===== src/rtl/cvfmt_pkg.sv =====
`timescale 1ns/1ps
package cvfmt_pkg;

    // Pattern select codes
    typedef enum logic [2:0] {
        PAT_NONE  = 3'd0,
        PAT_ONES  = 3'd1,
        PAT_ZEROS = 3'd2,
        PAT_ALT   = 3'd3,
        PAT_CHECK = 3'd4
    } pat_sel_e;

    // Data format options, applied in field order
    typedef struct packed {
        logic twos;
        logic scramble;
        logic flip_odd;
    } fmt_opt_t;

    // Patterns whose value depends on the sample phase
    function automatic logic pat_toggles(input logic [2:0] code);
        return (code == PAT_ALT) || (code == PAT_CHECK);
    endfunction

endpackage


===== src/rtl/cvfmt_phase.sv =====
`timescale 1ns/1ps
module cvfmt_phase
    import cvfmt_pkg::*;
(
    input  logic       clk_i,
    input  logic       rst_i,
    input  logic [2:0] pat_code_i,
    input  logic       smp_valid_i,
    output logic       phase_o
);

    logic [2:0] pat_q;
    logic       phase_q;
    logic       phase_d;

    // restart on any code change, advance only on valid samples
    always_comb begin
        phase_o = (pat_code_i != pat_q) ? 1'b0 : phase_q;
        phase_d = phase_o;
        if (!pat_toggles(pat_code_i)) begin
            phase_d = 1'b0;
        end else if (smp_valid_i) begin
            phase_d = ~phase_o;
        end
    end

    always_ff @(posedge clk_i) begin
        if (rst_i) begin
            pat_q   <= PAT_NONE;
            phase_q <= 1'b0;
        end else begin
            pat_q   <= pat_code_i;
            phase_q <= phase_d;
        end
    end

endmodule


===== src/rtl/cvfmt_pattern.sv =====
`timescale 1ns/1ps
module cvfmt_pattern
    import cvfmt_pkg::*;
#(
    parameter int unsigned WORD_W = 15
) (
    input  logic [2:0]        pat_code_i,
    input  logic              phase_i,
    output logic              active_o,
    output logic [WORD_W-1:0] word_o
);

    // First checkerboard phase: the top bit is 1, then bits alternate downward
    logic [WORD_W-1:0] check_a;

    for (genvar b = 0; b < WORD_W; b++) begin : g_check
        assign check_a[b] = (((WORD_W - 1 - b) % 2) == 0) ? 1'b1 : 1'b0;
    end

    always_comb begin
        active_o = 1'b1;
        word_o   = '0;
        case (pat_sel_e'(pat_code_i))
            PAT_ONES:  word_o = '1;
            PAT_ZEROS: word_o = '0;
            PAT_ALT:   word_o = phase_i ? '0 : '1;
            PAT_CHECK: word_o = phase_i ? ~check_a : check_a;
            default:   active_o = 1'b0;
        endcase
    end

endmodule


===== src/rtl/cvfmt_xform.sv =====
`timescale 1ns/1ps
module cvfmt_xform
    import cvfmt_pkg::*;
#(
    parameter int unsigned DATA_W = 14
) (
    input  fmt_opt_t          opt_i,
    input  logic [DATA_W-1:0] data_i,
    output logic [DATA_W-1:0] data_o
);

    logic [DATA_W-1:0] st_twos;
    logic [DATA_W-1:0] st_scr;

    // offset binary to two's complement
    always_comb begin
        st_twos = data_i;
        if (opt_i.twos) begin
            st_twos[DATA_W-1] = ~data_i[DATA_W-1];
        end
    end

    for (genvar b = 0; b < DATA_W; b++) begin : g_bit
        // randomizer keyed by the LSB
        if (b == 0) begin : g_lsb
            assign st_scr[b] = st_twos[b];
        end else begin : g_up
            assign st_scr[b] = st_twos[b] ^ (opt_i.scramble & st_twos[0]);
        end
        // invert odd-numbered bits
        if ((b % 2) == 1) begin : g_odd
            assign data_o[b] = st_scr[b] ^ opt_i.flip_odd;
        end else begin : g_even
            assign data_o[b] = st_scr[b];
        end
    end

endmodule


===== src/rtl/cvfmt_top.sv =====
`timescale 1ns/1ps
module cvfmt_top
    import cvfmt_pkg::*;
#(
    parameter int unsigned DATA_W = 14,
    parameter int unsigned NUM_CH = 2
) (
    input  logic                         clk_i,
    input  logic                         rst_i,
    input  logic                         smp_valid_i,
    input  logic [NUM_CH*DATA_W-1:0]     smp_data_i,
    input  logic [NUM_CH-1:0]            smp_ovf_i,
    input  logic                         fmt_twos_i,
    input  logic                         fmt_scramble_i,
    input  logic                         fmt_flip_odd_i,
    input  logic [2:0]                   pat_code_i,
    input  logic                         out_disable_i,
    output logic                         out_valid_o,
    output logic [NUM_CH*(DATA_W+1)-1:0] out_word_o,
    output logic                         out_oe_o
);

    localparam int unsigned WORD_W = DATA_W + 1;
    localparam int unsigned BUS_W  = NUM_CH * WORD_W;

    fmt_opt_t          opt;
    logic              phase;
    logic              pat_active;
    logic [WORD_W-1:0] pat_word;
    logic [BUS_W-1:0]  word_d;
    logic [BUS_W-1:0]  word_q;
    logic              valid_q;
    logic              oe_q;

    assign opt = '{twos: fmt_twos_i, scramble: fmt_scramble_i, flip_odd: fmt_flip_odd_i};

    cvfmt_phase u_phase (
        .clk_i       (clk_i),
        .rst_i       (rst_i),
        .pat_code_i  (pat_code_i),
        .smp_valid_i (smp_valid_i),
        .phase_o     (phase)
    );

    cvfmt_pattern #(.WORD_W(WORD_W)) u_pattern (
        .pat_code_i (pat_code_i),
        .phase_i    (phase),
        .active_o   (pat_active),
        .word_o     (pat_word)
    );

    for (genvar c = 0; c < NUM_CH; c++) begin : g_ch
        logic [DATA_W-1:0] fmt_data;

        cvfmt_xform #(.DATA_W(DATA_W)) u_xform (
            .opt_i  (opt),
            .data_i (smp_data_i[c*DATA_W +: DATA_W]),
            .data_o (fmt_data)
        );

        // a pattern overrides the data and the overflow flag; R6: layout
        assign word_d[c*WORD_W +: WORD_W] = pat_active ? pat_word
                                                       : {smp_ovf_i[c], fmt_data};
    end

    // single output register stage
    always_ff @(posedge clk_i) begin
        if (rst_i) begin
            word_q  <= '0;
            valid_q <= 1'b0;
            oe_q    <= 1'b0;
        end else begin
            valid_q <= smp_valid_i;
            oe_q    <= ~out_disable_i;
            if (smp_valid_i) begin
                word_q <= word_d;
            end
        end
    end

    assign out_word_o  = word_q;
    assign out_valid_o = valid_q;
    assign out_oe_o    = oe_q;

endmodule


===== config.mk =====
export PLATFORM = sky130hd
export DESIGN_NAME = cvfmt_top
export DESIGN_NICKNAME = d
export VERILOG_FILES = /design/src/rtl/cvfmt_pkg.sv /design/src/rtl/cvfmt_phase.sv /design/src/rtl/cvfmt_pattern.sv /design/src/rtl/cvfmt_xform.sv /design/src/rtl/cvfmt_top.sv
export SDC_FILE = /design/constraint.sdc
export NUM_CORES = 1
export LEC_CHECK = 0
export BUFFER_PORTS_ARGS = -buffer_cell sky130_fd_sc_hd__buf_4
export CORE_MARGIN = 2
export CORE_UTILIZATION = 37
export DETAILED_ROUTE_END_ITERATION = 10
export PLACE_DENSITY_LB_ADDON = 0.05
export RECOVER_POWER = 50
export SYNTH_ARGS = -nofsm -noshare
export SYNTH_HDL_FRONTEND = slang
export SYNTH_SLANG_ARGS = --single-unit

===== constraint.sdc =====
create_clock -name clk_i -period 1.3 [get_ports clk_i]
set_input_delay 0.26 -clock clk_i [delete_from_list [all_inputs] [get_ports clk_i]]
set_output_delay 0.26 -clock clk_i [all_outputs]
set_load 0.01 [all_outputs]

==> metrics <==
status complete, but fails checks; failing checks setup timing; most frequent cell after synthesis nor2_1; Critical Path Max Stage Delay 0.34 ns; sequential share of the synthesized area 0.381; Synth Warn # 0; Hold/Removal Path Class input port to flip-flop; Detailed Routing Iterations Pass 1 4; met3 GRT Util 0.0542; Slew Viols, Final 0; post-synth top area cell dfxtp_1; cells on worst reg2reg path 6; clk slew on worst S/H paths 0.07 ns; Most Crowded Layer GR met2; minimum clock period after layout 1.37 ns; flop-to-flop setup slack -0.07 ns; die width 75.5 µm; pwr/cell area 1060 nW/µm²; antenna viol nets, final 0; CTS tree built; hold_buf cts 0; Area contributors post-synth dfxtp_1, xnor2_1, nor2_1; vias in the first global route 1,655; dpl cells 351; Post-Syn Instances 210; arrival time at the worst endpoint 1.57 ns; fin nets 334; latest clock arrival within the worst-skew pair 0.28 ns; Lkg Pwr 1.16 nW; CTS H-tree lvls 2; # IOs 72; unique cell type count in the Yosys netlist 25; GR Layer Usage met2 0.306; number of max-cap violations 0; CP Cell Sequence xnor2_2, nand4_1, buf_4, a2bb2oi_4, buf_12, o32ai_2; Root Driver clkbuf_8; Die H 75.5 µm; largest net degree at the start of global routing 42; Num CTS Buffers 5; first-pass GRT wire length 7940 µm; post-place setup slack -0.411 ns; startpoint types flip-flop; wire length per cell 13.3 µm; crit path capture type flip-flop; post-synthesis cell area 1890 µm²; post-synth top area share 0.381; global route overflow 0; Most used DFF post-synth dfxtp_1; EDFF count, synth 0; Crit-path slowest cell dfxtp_2; buffer depth of the longest clock path 2; synthesized area per cell 9.01 µm²; worst vdd ir 0.000450 V; RSZ-0062 raised after global routing true; Setup Skew 0.00239 ns; final hold vios 0; share of layout cells above drive strength 1 0.431; GP Congestion 0.756; Sink Count 36; Worst EP required 1.50 ns; vias per inst 4.73; Async S/R FF share, synth 0; Area growth syn-to-layout 51.3%; DRC viols 0; Placed Area 2630 µm²; setup TNS -1.18 ns; Post-Layout Inst Area 2860 µm²; Starting DRT DRC Count 62; top post-synthesis cells by count nor2_1, dfxtp_1, nand2_1, xnor2_1, clkbuf_1; DP Wirelength 3150 µm; Core Rows 26; Final Worst Setup Slack -0.0731 ns; instance count on the critical path 6; Antenna Cells 0; fin crit share 1.06; critical setup path kind flip-flop to flip-flop; CORE AREA 5010 µm²; via count 1,728; Port Buf Inserts 71; register bit total from synthesis 36; Die Area 5700 µm²; Initial Util 0.378; worst-path maximum fanout 6; GR Layer Usage met1 0.234; drt total wl 4850 µm; Slew HR 0.628; cell family with most CP delay compound AO/OA/AOI/OAI gates; Hold Path Depth 2; worst-margin pin slew 0.557 ns; Buf+Inv Stages, Crit Path 2; Cell Count, Final, Fillers Out 365; maximum clock rate 728 MHz; initial antenna violation count 0; Post-Synthesis Net Count 250; Setup Viol. Count Final 30; Tot GR Track Use 0.185
## area by class of cell
class,count,area [µm²]
clock buffer,8,90.1
fill,495,2150
multi-input combinational,159,1200
sequential,36,724
tap,70,87.6
timing repair buffer,92,762
## final timing paths
path / from / end
min: out_disable_i / out_oe_o
max reg2reg: u_phase.pat_q[2] / out_word_o[7]
max: u_phase.pat_q[2] / out_word_o[7]
min reg2reg: out_word_o[8] / out_word_o[8]
## cells in the final DEF, fill, tap and decap left out, drive strengths merged
| master | count |
|---|---|
| xnor2 | 31 |
| a2bb2oi | 1 |
| dfxtp | 36 |
| or3b | 1 |
| and4b | 1 |
| nand2 | 34 |
| nand3 | 1 |
| nor2 | 46 |
| o32ai | 14 |
| o21ai | 1 |
| nor2b | 4 |
| a211oi | 17 |
| buf | 78 |
| nand3b | 1 |
| clkbuf | 22 |
| xor2 | 4 |
| nand4 | 1 |
| a21oi | 1 |
| nand2b | 1 |
## state kept, by name, summed over array words and instances, names as in the netlist
| register | count |
|---|---|
| u_phase.pat_q | 3 |
| u_phase.phase_q | 1 |
| out_oe_o | 1 |
| out_word_o | 30 |
| out_valid_o | 1 |
## what timing repair did
action | in CTS | in global routing
pin swaps | 18 | 7
gates resized for setup | 11 | 8
gates cloned | 2 | 0
setup endpoints to repair | 30 | 31
buffers inserted | 4 | 0
## cells by family (layout without fill, tap and decap cells)
family | count (synthesis) | after routing | share of synthesized area
AO/OA/AOI/OAI | 34 | 34 | 0.214
XOR/XNOR | 35 | 35 | 0.170
buffers and inverters | 15 | 100 | 0.0364
flip-flops | 36 | 36 | 0.381
AND/OR/NAND/NOR | 90 | 90 | 0.199
## worst reg2reg max path, cell delays in order (launching register included)
cell,delay (ns)
dfxtp_2,0.34
xnor2_2,0.13
nand4_1,0.12
buf_4,0.16
a2bb2oi_4,0.17
buf_12,0.16
o32ai_2,0.20
## where the power goes
| part | total, mW | internal [mW] | switching [mW] |
|---|---|---|---|
| sequential | 1.27 | 1.21 | 0.0597 |
| combinational | 0.943 | 0.496 | 0.446 |
| clock | 0.818 | 0.432 | 0.386 |
| total | 3.03 | 2.14 | 0.892 |
## stage by stage
stage / hold slack [ns] / total power, mW / utilization
2_1_floorplan: 0.332 / 1.78 / -
3_3_place_gp: 0.418 / 2.18 / 0.525
3_5_place_dp: 0.418 / 2.19 / 0.525
4_1_cts: 0.108 / 3.08 / 0.575
5_1_grt: 0.0994 / 3.19 / 0.571
6_report: 0.118 / 3.03 / 0.571
## metal layers
| layer | up-vias | share of wire |
|---|---|---|
| li1 | 875 | - |
| met4 | 0 | 0.013 |
| met3 | 8 | 0.053 |
| met5 | - | 0 |
| met1 | 805 | 0.45 |
| met2 | 40 | 0.49 |
Note: power is estimated with default switching activity, not from simulation.
